--- config.mk ---
export PLATFORM = sky130hd
export DESIGN_NAME = idle_ts_inserter
export DESIGN_NICKNAME = d
export VERILOG_FILES = /design/src/rtl/idle_pkg.sv /design/src/rtl/idle_mask_select.sv /design/src/rtl/idle_slot_latch.sv /design/src/rtl/idle_bit_mux.sv /design/src/rtl/idle_ts_inserter.sv
export SDC_FILE = /design/constraint.sdc
export NUM_CORES = 1
export LEC_CHECK = 0
export BUFFER_PORTS_ARGS = -buffer_cell sky130_fd_sc_hd__buf_2
export CORE_UTILIZATION = 42
export CTS_BUF_LIST = sky130_fd_sc_hd__clkbuf_16
export CTS_CLUSTER_DIAMETER = 40
export DETAILED_ROUTE_END_ITERATION = 16
export PLACE_DENSITY = 0.88
export SKIP_CTS_REPAIR_TIMING = 1
export SLEW_MARGIN = 10
export SYNTH_ARGS = -nofsm -noshare
export SYNTH_HDL_FRONTEND = slang
export SYNTH_SLANG_ARGS = --single-unit
--- constraint.sdc ---
create_clock -name clk -period 2 [get_ports clk]
set_input_delay 0.5 -clock clk [delete_from_list [all_inputs] [get_ports clk]]
set_output_delay 0.5 -clock clk [all_outputs]
set_load 0.03 [all_outputs]
--- src/rtl/idle_pkg.sv ---
package idle_pkg;

  // Source chosen for the bits of one timeslot
  typedef enum logic {
    SRC_LINE = 1'b0,
    SRC_IDLE = 1'b1
  } src_e;

  // Replace only when the timeslot is selected and the simple method is active
  function automatic src_e src_of(input logic mask_hit, input logic alt_mode);
    return (mask_hit && !alt_mode) ? SRC_IDLE : SRC_LINE;
  endfunction

endpackage

--- src/rtl/idle_mask_select.sv ---
module idle_mask_select #(
  parameter int NUM_TS = 32,
  parameter int REG_W  = 8,
  localparam int TS_W    = $clog2(NUM_TS),
  localparam int REG_CNT = NUM_TS / REG_W
) (
  input  logic [REG_CNT-1:0][REG_W-1:0] mask_regs,
  input  logic [TS_W-1:0]               ts_idx,
  output logic                          mask_hit
);

  logic [NUM_TS-1:0] flat_mask;

  // Register g supplies timeslots g*REG_W .. g*REG_W+REG_W-1, LSB first
  for (genvar g = 0; g < REG_CNT; g++) begin : g_flat
    assign flat_mask[g*REG_W +: REG_W] = mask_regs[g];
  end

  function automatic logic bit_for_slot(input logic [NUM_TS-1:0] m,
                                        input logic [TS_W-1:0] ts);
    return m[ts];
  endfunction

  assign mask_hit = bit_for_slot(flat_mask, ts_idx);

endmodule

--- src/rtl/idle_slot_latch.sv ---
module idle_slot_latch
  import idle_pkg::*;
#(
  parameter int CODE_W = 8,
  localparam int BP_W = $clog2(CODE_W)
) (
  input  logic              clk,
  input  logic              rst_n,
  input  logic              bit_en,
  input  logic [BP_W-1:0]   bit_pos,
  input  logic              mask_hit,
  input  logic              pc_mode,
  input  logic [CODE_W-1:0] idle_code,
  output src_e              slot_src,
  output logic [CODE_W-1:0] slot_code,
  output logic              slot_start
);

  src_e              held_src;
  logic [CODE_W-1:0] held_code;
  src_e              fresh_src;

  assign slot_start = bit_en && (bit_pos == '0);
  assign fresh_src  = src_of(mask_hit, pc_mode);

  always_ff @(posedge clk or negedge rst_n) begin
    if (!rst_n) begin
      held_src  <= SRC_LINE;
      held_code <= '0;
    end else if (slot_start) begin
      held_src  <= fresh_src;
      held_code <= idle_code;
    end
  end

  // The first bit uses the fresh decision; later bits use the held one
  assign slot_src  = slot_start ? fresh_src : held_src;
  assign slot_code = slot_start ? idle_code : held_code;

  // held decision and code move only at a timeslot boundary
  p_held_stable_r6: assert property (@(posedge clk) disable iff (!rst_n)
    !slot_start |=> ($stable(held_src) && $stable(held_code)));

endmodule

--- src/rtl/idle_bit_mux.sv ---
module idle_bit_mux
  import idle_pkg::*;
#(
  parameter int CODE_W = 8,
  localparam int BP_W = $clog2(CODE_W)
) (
  input  logic              clk,
  input  logic              rst_n,
  input  logic              bit_en,
  input  logic [BP_W-1:0]   bit_pos,
  input  logic              ser_in,
  input  src_e              slot_src,
  input  logic [CODE_W-1:0] slot_code,
  output logic              ser_out
);

  // MSB first: position 0 carries the top bit of the code
  function automatic logic code_bit(input logic [CODE_W-1:0] code,
                                    input logic [BP_W-1:0] pos);
    return code[CODE_W-1-int'(pos)];
  endfunction

  logic idle_bit;
  logic next_bit;

  assign idle_bit = code_bit(slot_code, bit_pos);
  assign next_bit = (slot_src == SRC_IDLE) ? idle_bit : ser_in;

  always_ff @(posedge clk or negedge rst_n) begin
    if (!rst_n)      ser_out <= 1'b0;
    else if (bit_en) ser_out <= next_bit;
  end

  // no enable, no change
  p_hold_r7: assert property (@(posedge clk) disable iff (!rst_n)
    !bit_en |=> $stable(ser_out));

  // line-sourced bits pass through unchanged
  p_pass_r3: assert property (@(posedge clk) disable iff (!rst_n)
    (bit_en && slot_src == SRC_LINE) |=> (ser_out == $past(ser_in)));

  // idle-sourced bits follow the code MSB first
  p_code_r2: assert property (@(posedge clk) disable iff (!rst_n)
    (bit_en && slot_src == SRC_IDLE) |=> (ser_out == $past(slot_code[CODE_W-1-int'(bit_pos)])));

endmodule

--- src/rtl/idle_ts_inserter.sv ---
module idle_ts_inserter
  import idle_pkg::*;
#(
  parameter int NUM_TS = 32,
  parameter int CODE_W = 8,
  parameter int REG_W  = 8,
  localparam int TS_W    = $clog2(NUM_TS),
  localparam int BP_W    = $clog2(CODE_W),
  localparam int REG_CNT = NUM_TS / REG_W
) (
  input  logic                          clk,
  input  logic                          rst_n,
  input  logic                          bit_en,
  input  logic                          ser_in,
  input  logic [TS_W-1:0]               ts_idx,
  input  logic [BP_W-1:0]               bit_pos,
  input  logic [REG_CNT-1:0][REG_W-1:0] mask_regs,
  input  logic [CODE_W-1:0]             idle_code,
  input  logic                          pc_mode,
  output logic                          ser_out
);

  logic              mask_hit;
  src_e              slot_src;
  logic [CODE_W-1:0] slot_code;
  logic              slot_start;

  idle_mask_select #(.NUM_TS(NUM_TS), .REG_W(REG_W)) u_sel (
    .mask_regs (mask_regs),
    .ts_idx    (ts_idx),
    .mask_hit  (mask_hit)
  );

  idle_slot_latch #(.CODE_W(CODE_W)) u_latch (
    .clk        (clk),
    .rst_n      (rst_n),
    .bit_en     (bit_en),
    .bit_pos    (bit_pos),
    .mask_hit   (mask_hit),
    .pc_mode    (pc_mode),
    .idle_code  (idle_code),
    .slot_src   (slot_src),
    .slot_code  (slot_code),
    .slot_start (slot_start)
  );

  idle_bit_mux #(.CODE_W(CODE_W)) u_mux (
    .clk       (clk),
    .rst_n     (rst_n),
    .bit_en    (bit_en),
    .bit_pos   (bit_pos),
    .ser_in    (ser_in),
    .slot_src  (slot_src),
    .slot_code (slot_code),
    .ser_out   (ser_out)
  );

  // alternate mode at a boundary always yields pass-through
  p_mode_pass_r5: assert property (@(posedge clk) disable iff (!rst_n)
    (slot_start && pc_mode) |-> (slot_src == SRC_LINE));

  // a selected timeslot at a boundary with simple mode is replaced
  p_sel_r4: assert property (@(posedge clk) disable iff (!rst_n)
    (slot_start && !pc_mode && mask_regs[ts_idx / REG_W][ts_idx % REG_W]) |-> (slot_src == SRC_IDLE));

endmodule

==> reports/qor.log <==
[worst_setup_path] CP max FO 5
[yosys] adder-cell share of the synthesized area 0%
[final_layout] footprint of the multi-input gates 538 um^2
[floorplan] floorplan die height 47.4 um
[run_status] result of the run finished, final reports clean
[global_routing] gr ovfl total 0
[worst_setup_path] required time of the worst setup path 2110 ps
[worst_hold_path] Worst Hold Class in2async
[worst_setup_path] Crit path largest cell delay 480 ps
[global_routing] initial antenna violation count 0
[power_and_ir_drop] clock network power share 42.8%
[timing] actual slew at the worst max-slew pin 232 ps
[floorplan] chip width 47.4 um
[yosys] proportion of synthesized area in mux cells 47.1%
[routing] First-pass DRT Iterations 4
[yosys] xor/xnor share of the synthesized area 0%
[global_routing] vias in the first global route 730
[clock_tree] clock tree from TritonCTS built
[final_layout] number of standard cells in the layout, taps in and fillers out 150
[power_and_ir_drop] IR drop worst, VDD 0.000636 V
[timing] final setup fails 0
[yosys] yosys warns 0
[floorplan] DIE AREA 2250 um^2
[floorplan] Initial Util 44.6%
[worst_setup_path] most used cell along the critical path sky130_fd_sc_hd__mux2_2
[routing] Post-route DRC 0
[yosys] complex-gate fraction of the synthesized area 4.91%
[yosys] EDFF count, synth 0
[timing] count of pins over their slew limit 0
[global_routing] global-route track usage on met3 1.15%
[timing] f_max 550 MHz
[placed_design] cell area after placement 1160 um^2
[yosys] post-synthesis simple-gate area fraction 10.1%
[yosys] distinct cell type count after synthesis 22
[yosys] Synthesized Nets 115
[clock_tree] CTS buffer count 3
[global_routing] largest net degree at the start of global routing 11
[clock_tree] clock transition at the registers of the reported paths 40 ps
[yosys] Post-synth top flop sky130_fd_sc_hd__dfrtp_1
[floorplan] Core Area 1940 um^2
[timing] Period minus WS final 1820 ps
[power_and_ir_drop] power density over the cells 666 nW/um^2
[global_routing] Global Route met1 Usage 18.3%
[yosys] proportion of register bits with asynchronous set or reset after synthesis 100%
[timing] setup repair after global routing missed its margin no
[worst_setup_path] Critical Path, Cell by Cell buf_2, mux2_2, mux4_1, mux2_2, a21oi_1, mux2i_1
[power_and_ir_drop] power share of the combinational group 25.6%
[yosys] gate count after technology mapping 62
[final_layout] sequential cell area in the final layout 250 um^2
[power_and_ir_drop] internal power 0.641 mW
[global_routing] GRT Overall Usage 17.6%
[timing] Final Hold Fails 0
[yosys] largest cells by area after synthesis sky130_fd_sc_hd__dfrtp_1, sky130_fd_sc_hd__mux2_2, sky130_fd_sc_hd__mux2i_1
[power_and_ir_drop] Switching Fraction 22.3%
[clock_tree] Longest Clk Path Bufs 2
[power_and_ir_drop] net switching power 0.184 mW
[final_layout] fraction of layout cells with a size suffix above 1 67.5%
[worst_setup_path] endpoint arrival time on the critical path 1930 ps
[worst_setup_path] Worst Setup Path Type in2reg
[clock_tree] CTS root buffer sky130_fd_sc_hd__clkbuf_16
[placed_design] total half-perimeter wirelength after legalization and detailed placement 1640 um
[routing] count of antenna-violating nets left after detailed routing 0
[final_layout] final core area utilization 63.7%
[routing] total number of vias 784
[yosys] synthesized flop and latch total 10
[power_and_ir_drop] share of total power in sequential cells 31.5%
[routing] final routed wire length divided by cell count 12.8 um
[yosys] leading cell type by number of instances after synthesis sky130_fd_sc_hd__mux2i_1
[final_layout] Post-Layout Inst Area 1240 um^2
[routing] final wirelength 1910 um
[yosys] sequential element share of the synthesized area 28.9%
[final_layout] number of antenna repair diodes 0
[yosys] dominant combinational cell family by area after synthesis multiplexers
[worst_setup_path] cell type of the slowest stage on the worst timing path sky130_fd_sc_hd__mux4_1
[placed_design] last weighted congestion value of the routability-driven placer 0.770
[global_routing] layer with the highest usage after global routing met2
[placed_design] number of instances in the placed design 146
[timing] setup skew after layout 0.520 ps
[yosys] average cell area after synthesis 14.0 um^2
[power_and_ir_drop] Total Power 0.825 mW
[yosys] cell type contributing the most total cell area after synthesis sky130_fd_sc_hd__dfrtp_1
[final_layout] area delta synth->final 42.9%
[timing] tightest slew margin relative to the limit 84.3%
[final_layout] number of nets in the layout 177
[routing] number of vias per cell after detailed routing 5.23
[power_and_ir_drop] P_leak 0.629 nW
[final_layout] final-layout fill cell count 172
[global_routing] first-pass GRT wire length 2800 um
[yosys] Post-Synthesis Cell Area 866 um^2
[clock_tree] clock sink count 10
[yosys] commonest cells in the netlist sky130_fd_sc_hd__mux2i_1, sky130_fd_sc_hd__mux2_2, sky130_fd_sc_hd__dfrtp_1, sky130_fd_sc_hd__mux4_2, sky130_fd_sc_hd__a21oi_1
[yosys] Synth top area share 28.9%
[worst_setup_path] type of element capturing the critical path register
[timing] ratio of final minimum period to clock period 91.0%
[worst_setup_path] element type at the critical path start input pin
[clock_tree] deepest level of the CTS H-tree 1
[floorplan] num ports 54
[floorplan] number of placement rows 16
[clock_tree] clock network latency to the later pin of the worst-skew pair 230 ps
[global_routing] grt met2 use 35.1%
[routing] first-iteration detailed-routing DRC count 5
[placed_design] I/O Buffers 53
[run] count of max-cap constraint violations 0
## power by group through the flow
stage | clock [mW] | sequential (mW) | combinational, mW
finish | 0.353 | 0.260 | 0.211
CTS | 0.362 | 0.260 | 0.214
detailed placement | 0 | 0.263 | 0.213
floorplan | 0 | 0.261 | 0.133
global placement | 0 | 0.261 | 0.204
global route | 0.370 | 0.266 | 0.231
## layer usage
metal  part of all wire, %  routed length (um)
met1                    39                 752
met2                    52                 988
met3                   8.1                 155
met4                  0.94                  18
met5                     0                   0
## state kept, by name (all words and copies together), names as in the netlist
| signal | flops |
|---|---|
| u_latch.held_src | 1 |
| u_latch.held_code | 8 |
| u_mux.ser_out | 1 |
## path summary, 6_finish.rpt
path                                                start                        endpoint  slack, ps  cells past startpoint
max                                                bit_en       u_mux.ser_out$_DFFE_PN0P_        180                      6
min                                                 rst_n      u_latch.held_src$_DFF_PN0_        120                      1
max reg2reg                u_latch.held_code[7]$_DFF_PN0_       u_mux.ser_out$_DFFE_PN0P_        300                      5
min reg2reg                u_latch.held_code[3]$_DFF_PN0_  u_latch.held_code[3]$_DFF_PN0_        490                      1
max in group asynchronous                           rst_n  u_latch.held_code[1]$_DFF_PN0_       1700                      1
min in group clk           u_latch.held_code[3]$_DFF_PN0_  u_latch.held_code[3]$_DFF_PN0_        490                      1
## layout by cell type (no fill, tap or decap)
cell type / instances
sky130_fd_sc_hd__a21oi_1: 3
sky130_fd_sc_hd__a221oi_1: 1
sky130_fd_sc_hd__a41oi_1: 1
sky130_fd_sc_hd__and2_1: 1
sky130_fd_sc_hd__buf_2: 53
sky130_fd_sc_hd__buf_4: 9
sky130_fd_sc_hd__clkbuf_16: 3
sky130_fd_sc_hd__clkinv_1: 1
sky130_fd_sc_hd__dfrtp_1: 10
sky130_fd_sc_hd__inv_1: 1
sky130_fd_sc_hd__mux2_2: 12
sky130_fd_sc_hd__mux2i_1: 13
sky130_fd_sc_hd__mux4_1: 2
sky130_fd_sc_hd__mux4_2: 4
sky130_fd_sc_hd__nand4b_1: 1
sky130_fd_sc_hd__nor2_1: 1
sky130_fd_sc_hd__nor2b_1: 1
sky130_fd_sc_hd__nor4b_1: 2
sky130_fd_sc_hd__nor4b_4: 1
sky130_fd_sc_hd__o211a_1: 1
sky130_fd_sc_hd__or2b_4: 1
sky130_fd_sc_hd__or4b_1: 1
## logic make-up (layout without fill, tap and decap cells)
logic type,after synthesis,in the layout
buf+inv,6,67
mux,31,31
simple gates,9,9
flops,10,10
compound gates,6,6
## final cells by class
type | count | area share [%]
clock buffer | 3 | 6.07
sequential | 10 | 20.2
timing repair buffer | 62 | 26.9
inverter | 1 | 0.303
multi-input combinational | 46 | 43.5
tap | 27 | 2.73
clock inverter | 1 | 0.303
## stage by stage
step	setup TNS (ps)	hold slack, ps	setup WS (ps)
2_1_floorplan	0	204	21.1
3_3_place_gp	-11.6	364	-11.6
3_5_place_dp	-71.0	370	-71.0
4_1_cts	0	120	176
5_1_grt	0	134	128
6_report	0	115	180
## critical path: cells and delay by family
family | cells | cell delay, ps
compound gates | 1 | 140
mux | 4 | 1160
buf+inv | 1 | 130
(Power assumes the default switching activity.)
